### src/rtl/uart_fifo_pkg.sv
package uart_fifo_pkg;
  // Strobes and settings handed from the control register to the queues.
  typedef struct packed {
    logic txClr;   // empty the transmit queue this cycle
    logic rxClr;   // empty the receive queue this cycle
    logic fifoEn;  // queues on (full depth) or off (single holding register)
  } fifoCtl_t;
endpackage

### src/rtl/uart_fifo_store.sv
module uart_fifo_store #(
  parameter int W = 8,
  parameter int DEPTH = 16
) (
  input  logic                           clk,
  input  logic                           rstN,
  input  logic                           clr,
  input  logic [$clog2(DEPTH+1)-1:0]     cap,
  input  logic                           push,
  input  logic [W-1:0]                   wrData,
  input  logic                           pop,
  output logic [W-1:0]                   head,
  output logic [$clog2(DEPTH+1)-1:0]     count,
  output logic                           drop
);
  localparam int AW = (DEPTH > 1) ? $clog2(DEPTH) : 1;
  localparam logic [AW-1:0] LAST = AW'(DEPTH - 1);

  logic [W-1:0]  mem [DEPTH];
  logic [AW-1:0] wrPtr, rdPtr;
  logic          doPush, doPop;

  function automatic logic [AW-1:0] bump(input logic [AW-1:0] p);
    return (p == LAST) ? '0 : p + 1'b1;
  endfunction

  assign doPush = push && (count < cap);
  assign doPop  = pop && (count != '0);
  assign drop   = push && (count >= cap);
  assign head   = mem[rdPtr];

  always_ff @(posedge clk) begin
    if (doPush) mem[wrPtr] <= wrData;
  end

  always_ff @(posedge clk or negedge rstN) begin
    if (!rstN) begin
      wrPtr <= '0;
      rdPtr <= '0;
      count <= '0;
    end else if (clr) begin
      wrPtr <= '0;
      rdPtr <= '0;
      count <= '0;
    end else begin
      if (doPush) wrPtr <= bump(wrPtr);
      if (doPop)  rdPtr <= bump(rdPtr);
      case ({doPush, doPop})
        2'b10:   count <= count + 1'b1;
        2'b01:   count <= count - 1'b1;
        default: count <= count;
      endcase
    end
  end
endmodule

### src/rtl/uart_fifo_data.sv
module uart_fifo_data
  import uart_fifo_pkg::*;
#(
  parameter int W = 8,
  parameter int DEPTH = 16
) (
  input  logic                           clk,
  input  logic                           rstN,
  input  fifoCtl_t                       ctl,
  input  logic                           txPush,
  input  logic [W-1:0]                   txData,
  input  logic                           txPop,
  output logic [W-1:0]                   txHead,
  output logic [$clog2(DEPTH+1)-1:0]     txCount,
  input  logic                           rxPush,
  input  logic [W-1:0]                   rxData,
  input  logic                           rxPop,
  output logic [W-1:0]                   rxHead,
  output logic [$clog2(DEPTH+1)-1:0]     rxCount,
  output logic                           rxOverrun
);
  localparam int CW = $clog2(DEPTH+1);
  logic [CW-1:0] cap;
  logic          txDrop, rxDrop;

  assign cap = ctl.fifoEn ? CW'(DEPTH) : CW'(1);

  uart_fifo_store #(.W(W), .DEPTH(DEPTH)) u_txQ (
    .clk(clk), .rstN(rstN), .clr(ctl.txClr), .cap(cap),
    .push(txPush), .wrData(txData), .pop(txPop),
    .head(txHead), .count(txCount), .drop(txDrop)
  );

  uart_fifo_store #(.W(W), .DEPTH(DEPTH)) u_rxQ (
    .clk(clk), .rstN(rstN), .clr(ctl.rxClr), .cap(cap),
    .push(rxPush), .wrData(rxData), .pop(rxPop),
    .head(rxHead), .count(rxCount), .drop(rxDrop)
  );

  // A dropped transmit write is silent; a dropped receive character is flagged.
  logic unusedTxDrop;
  assign unusedTxDrop = txDrop;

  always_ff @(posedge clk or negedge rstN) begin
    if (!rstN) rxOverrun <= 1'b0;
    else       rxOverrun <= rxDrop && !ctl.rxClr;
  end
endmodule

### src/rtl/uart_fifo_ctrl.sv
module uart_fifo_ctrl
  import uart_fifo_pkg::*;
#(
  parameter int DEPTH = 16
) (
  input  logic                           clk,
  input  logic                           rstN,
  input  logic                           cfgWe,
  input  logic [7:0]                     cfgData,
  input  logic [$clog2(DEPTH+1)-1:0]     txCount,
  input  logic [$clog2(DEPTH+1)-1:0]     rxCount,
  input  logic                           rxTimeout,
  output fifoCtl_t                       ctl,
  output logic                           txRdyN,
  output logic                           rxRdyN,
  output logic                           rxTrigIrq
);
  localparam int CW = $clog2(DEPTH+1);
  localparam logic [CW-1:0] FULL = CW'(DEPTH);

  logic       fifoEnQ, dmaModeQ, rxArmQ, modeOne, enWrite;
  logic [1:0] trigSelQ;
  logic [CW-1:0] trigLvl;

  assign enWrite = cfgWe && cfgData[0];

  always_ff @(posedge clk or negedge rstN) begin
    if (!rstN) begin
      fifoEnQ  <= 1'b0;
      dmaModeQ <= 1'b0;
      trigSelQ <= 2'b00;
    end else if (cfgWe) begin
      fifoEnQ <= cfgData[0];
      if (cfgData[0]) begin
        dmaModeQ <= cfgData[3];
        trigSelQ <= cfgData[7:6];
      end
    end
  end

  // Clear strobes exist only during the write cycle, so the bits never stick.
  always_comb begin
    ctl.fifoEn = fifoEnQ;
    ctl.rxClr  = (enWrite && cfgData[1]) || (cfgWe && (cfgData[0] != fifoEnQ));
    ctl.txClr  = (enWrite && cfgData[2]) || (cfgWe && (cfgData[0] != fifoEnQ));
  end

  always_comb begin
    if (!fifoEnQ) trigLvl = CW'(1);
    else begin
      case (trigSelQ)
        2'b00:   trigLvl = CW'(1);
        2'b01:   trigLvl = CW'(4);
        2'b10:   trigLvl = CW'(8);
        default: trigLvl = CW'(14);
      endcase
    end
  end

  assign rxTrigIrq = (rxCount >= trigLvl);
  assign modeOne   = fifoEnQ && dmaModeQ;

  always_ff @(posedge clk or negedge rstN) begin
    if (!rstN)                      rxArmQ <= 1'b0;
    else if (rxCount == '0)         rxArmQ <= 1'b0;
    else if (rxTimeout || rxTrigIrq) rxArmQ <= 1'b1;
  end

  assign txRdyN = modeOne ? (txCount == FULL) : (txCount != '0);
  assign rxRdyN = modeOne ? !((rxArmQ || rxTrigIrq) && (rxCount != '0))
                          : (rxCount == '0);
endmodule

### src/rtl/uart_fifo_ctl.sv
module uart_fifo_ctl
  import uart_fifo_pkg::*;
#(
  parameter int W = 8,
  parameter int DEPTH = 16
) (
  input  logic                       clk,
  input  logic                       rstN,
  input  logic                       cfgWe,
  input  logic [7:0]                 cfgData,
  input  logic                       txPush,
  input  logic [W-1:0]               txData,
  input  logic                       txPop,
  output logic [W-1:0]               txHead,
  output logic [$clog2(DEPTH+1)-1:0] txCount,
  input  logic                       rxPush,
  input  logic [W-1:0]               rxData,
  input  logic                       rxPop,
  output logic [W-1:0]               rxHead,
  output logic [$clog2(DEPTH+1)-1:0] rxCount,
  input  logic                       rxTimeout,
  output logic                       txRdyN,
  output logic                       rxRdyN,
  output logic                       rxTrigIrq,
  output logic                       rxOverrun
);
  fifoCtl_t ctl;

  uart_fifo_ctrl #(.DEPTH(DEPTH)) u_ctrl (
    .clk(clk), .rstN(rstN), .cfgWe(cfgWe), .cfgData(cfgData),
    .txCount(txCount), .rxCount(rxCount), .rxTimeout(rxTimeout),
    .ctl(ctl), .txRdyN(txRdyN), .rxRdyN(rxRdyN), .rxTrigIrq(rxTrigIrq)
  );

  uart_fifo_data #(.W(W), .DEPTH(DEPTH)) u_data (
    .clk(clk), .rstN(rstN), .ctl(ctl),
    .txPush(txPush), .txData(txData), .txPop(txPop),
    .txHead(txHead), .txCount(txCount),
    .rxPush(rxPush), .rxData(rxData), .rxPop(rxPop),
    .rxHead(rxHead), .rxCount(rxCount), .rxOverrun(rxOverrun)
  );
endmodule

### config.mk
export PLATFORM = sky130hd
export DESIGN_NAME = uart_fifo_ctl
export DESIGN_NICKNAME = d
export VERILOG_FILES = /design/src/rtl/uart_fifo_pkg.sv /design/src/rtl/uart_fifo_store.sv /design/src/rtl/uart_fifo_data.sv /design/src/rtl/uart_fifo_ctrl.sv /design/src/rtl/uart_fifo_ctl.sv
export SDC_FILE = /design/constraint.sdc
export NUM_CORES = 1
export LEC_CHECK = 0
export ABC_AREA = 1
export BUFFER_PORTS_ARGS = -buffer_cell sky130_fd_sc_hd__buf_2
export CORE_ASPECT_RATIO = 2
export CORE_MARGIN = 10
export CORE_UTILIZATION = 40
export CTS_BUF_LIST = sky130_fd_sc_hd__clkbuf_16
export DETAILED_ROUTE_END_ITERATION = 8
export GPL_TIMING_DRIVEN = 0
export PLACE_DENSITY = 0.65
export SETUP_SLACK_MARGIN = 0.02
export SYNTH_ARGS = -nofsm -noshare
export SYNTH_HDL_FRONTEND = slang
export SYNTH_HIERARCHICAL = 1
export SYNTH_SLANG_ARGS = --single-unit
### constraint.sdc
create_clock -name clk -period 2.6 [get_ports clk]
set_input_delay 0.26 -clock clk [delete_from_list [all_inputs] [get_ports clk]]
set_output_delay 0.26 -clock clk [all_outputs]
set_load 0.005 [all_outputs]
==> results.txt <==
* Via count: around 8.4k
- STA puts the critical path data required time at 2.34 ns.
- TritonCTS buffer count: 26
- The floorplan has just over 90 rows.
* Pin count of the biggest net entering global routing: 33
* Delay of the slowest critical-path stage: around 0.44 ns
- Area used by multi-input combinational logic: about 3800 um^2
* Max Freq: approximately 390 MHz
- Via count of the first global-routing pass: around 9k
* Final clock skew: roughly 0.012 ns
- Measured along the y axis, the die boundary spans around 270 um.
- Slew HR: ~37%
- Clock-pin slew was measured on the worst setup and hold paths at 0.07 ns.
* DR pass1 iterations: 5
- Slew at the pin closest to its max-slew limit: approximately 0.95 ns
- The slowest stage of the critical path belongs to the cell sky130_fd_sc_hd__dfrtp_2.
- The core region is slightly above 30000 um^2.
- Detailed placer's ending HPWL: 23480 um
- STA classifies the critical path endpoint as an output port.
- The floorplan step defined a die boundary enclosing slightly below 40000 um^2.
* Critical-path cell list: buf_6, buf_8, buf_4, o21ai_0, o32ai_1, o211ai_1, nand3_1, buf_2
- The cell area that synthesis handed to floorplanning was ~13000 um^2.
- Compared with the post-synthesis result, the final layout area differs by 18.67%.
- The initial antenna violation count came to 1.
- Setup repair after global routing could not meet its margin everywhere.
- Leakage power total: between 5 and 6 nW
- The number of cells on the worst reg-to-reg path is 10.
* DRC violation count after routing: 0
- Counting every instance in the synthesized netlist gives between 1k and 1.5k.
- In the final layout, the share of cells above drive strength 1 is about 22%.
- Syn_area_per_cell: between 10 and 15 um^2
- Final routed wirelength across all metal layers: 32100 um
* Class of the most critical hold timing path: primary input to flip-flop
- Overflow after GRT: 0
* Global-route wire length before repair: 48800 um
* Number of hold violations in the final report: 0
* Nets@finish: between 1k and 1.5k
- Boundary pin count: slightly above 60
- Initial Util: roughly two fifths
* GR Util All Layers: 15.81%
* Min-Delay Path Depth: 5
* Max-cap violations: 0
* Setup TNS: 0 ns
* Final setup violation count: 0
- In this run the remaining antenna-violating nets after routing total 0.
* Tmin final: roughly 2.6 ns
- The placed instances occupy a cell area of 13370 um^2.
- The setup path with the least slack is of type flip-flop to output port.
- Number of I/O port buffers: 59
- Register area: 8493 um^2
- Routed WL per cell: 19.95 um
* Worst voltage drop across the vdd grid: roughly 650 uV
* Ratio of total power to cell area: between 900 and 1000 nW/um^2
- Worst Path Max Fanout: 7
- Crit path arrival time: approximately 2.3 ns
- Max-slew violation total from the final report: 0
* Worst-Skew Late Latency: 0.54 ns
* Clk Tree Root Cell: sky130_fd_sc_hd__clkbuf_16
- Vias per Instance: about 5.2
* GP Congestion: roughly 0.91
* Syn. warnings: 6
- The clock passes through at most 3 buffers.
- Dividing the final minimum period by the clock period gives a little over nine tenths.
- The first routing iteration left between 500 and 600 violations.
- STA classifies the critical path startpoint as a flip-flop.
* Clock tree from TritonCTS: built
- Run status: completed
- Summing all non-filler instances in the final layout gives an area of 14870 um^2.
- CTS built an H-tree with a depth of 1.
- Clock sink count: about 290
- Counting the fill cells in the layout gives between 2k and 3k.
- Measured along the x axis, the die boundary spans around 150 um.
-- report_power, final --
group          total [mW]  leakage (nW)  switching (mW)  internal [mW]
registers            5.69          2.72           0.289           5.40
logic                5.04          2.26            3.18           1.86
clock network        3.99         0.447            1.69           2.30
-- per-stage QoR --
step	hold WS (ns)	instances	worst slack [ns]	util, %	power (mW)
2_1_floorplan	-0.03559	1062	0.4076	-	8.516
3_3_place_gp	0.4147	1539	-0.1449	43.34	10.14
3_5_place_dp	0.4268	1539	-0.1651	43.34	10.23
4_1_cts	0.001688	1598	-0.1789	47.11	14.46
5_1_grt	0.04017	1609	-0.04598	48.21	15.51
6_report	0.03180	1609	0.03569	48.21	14.71
-- layout by cell type, fill, tap and decap left out, types with 5 or more instances in the layout --
master and count:
sky130_fd_sc_hd__nand2_1 144, sky130_fd_sc_hd__edfxtp_1 256, sky130_fd_sc_hd__clkbuf_16 28, sky130_fd_sc_hd__ha_1 28
sky130_fd_sc_hd__nand2_2 15, sky130_fd_sc_hd__mux2i_1 12, sky130_fd_sc_hd__buf_2 63, sky130_fd_sc_hd__o221ai_1 20
sky130_fd_sc_hd__a21oi_2 7, sky130_fd_sc_hd__nand4_1 14, sky130_fd_sc_hd__nand3_1 53, sky130_fd_sc_hd__buf_6 11
sky130_fd_sc_hd__conb_1 6, sky130_fd_sc_hd__o22ai_1 14, sky130_fd_sc_hd__dlygate4sd3_1 5, sky130_fd_sc_hd__o32ai_1 18
sky130_fd_sc_hd__inv_2 12, sky130_fd_sc_hd__nand3_2 7, sky130_fd_sc_hd__nor2_4 15, sky130_fd_sc_hd__xor2_1 5
sky130_fd_sc_hd__nor2_2 25, sky130_fd_sc_hd__clkbuf_2 14, sky130_fd_sc_hd__dfrtp_1 28, sky130_fd_sc_hd__inv_1 60
sky130_fd_sc_hd__nor2_1 125, sky130_fd_sc_hd__a21oi_1 12, sky130_fd_sc_hd__buf_4 19, sky130_fd_sc_hd__buf_8 6
sky130_fd_sc_hd__clkinv_2 7, sky130_fd_sc_hd__a221oi_1 6, sky130_fd_sc_hd__o21ai_0 85, sky130_fd_sc_hd__o21ai_1 9
-- area by class of cell --
type                       count  share of cell area, %
sequential                   288                  57.10
multi-input combinational    653                  25.59
timing repair buffer          83                  3.474
inverter                      79                  2.111
tap                          418                  3.516
buffer                        41                  2.195
clock buffer                  27                  4.542
clock inverter                19                  1.455
antenna                        1                0.01682
-- critical path, delay by kind of cell (launching register included) --
family	cells	cell delay, ns
AOI/OAI and AO/OA	3	0.62
DFF	1	0.44
and+or+nand+nor	1	0.13
buffers and inverters	4	0.58
-- timing repair --
item,CTS,global route
pin swaps,4,12
endpoints found under the hold margin,36,0
setup buffers,8,10
gates resized for setup,68,84
endpoints found under the setup margin,248,191
gates cloned,0,1
hold buffers,5,0
-- routing by layer --
metal | vias up | GRT usage, % | part of all wire (%)
met5 | - | 0 | 0
met4 | 0 | 9.754 | 5.3
met3 | 77 | 1.577 | 2.5
met2 | 196 | 32.98 | 60
met1 | 4103 | 13.49 | 32
li1 | 4016 | - | -
-- flip-flops by register name, summed over array words and instances (netlist names), 4 cells and up --
signal	cells
u_data/u_rxQ/mem	128
u_data/u_rxQ/rdPtr	4
u_data/u_txQ/rdPtr	4
u_data/u_rxQ/wrPtr	4
u_data/u_txQ/mem	128
u_data/u_txQ/wrPtr	4
u_data/u_txQ/count	5
u_data/u_rxQ/count	5
-- worst paths after layout --
check,startpoint,to,slack (ns)
setup reg to reg,u_ctrl/fifoEnQ$_DFFE_PN0P_,u_data/u_rxQ/mem[1][0]$_DFFE_PP_,0.08
min in group asynchronous,rstN,u_data/u_txQ/wrPtr[2]$_DFFE_PN0P_,0.38
max in group asynchronous,rstN,u_data/u_txQ/rdPtr[0]$_DFFE_PN0P_,1.61
hold reg to reg,u_ctrl/dmaModeQ$_DFFE_PN0P_,u_ctrl/dmaModeQ$_DFFE_PN0P_,0.55
setup / recovery,u_data/u_txQ/rdPtr[0]$_DFFE_PN0P_,txHead[7],0.04
hold / removal,rxTimeout,u_ctrl/rxArmQ$_DFFE_PN0P_,0.03
Power figures use the tool's default switching activity.
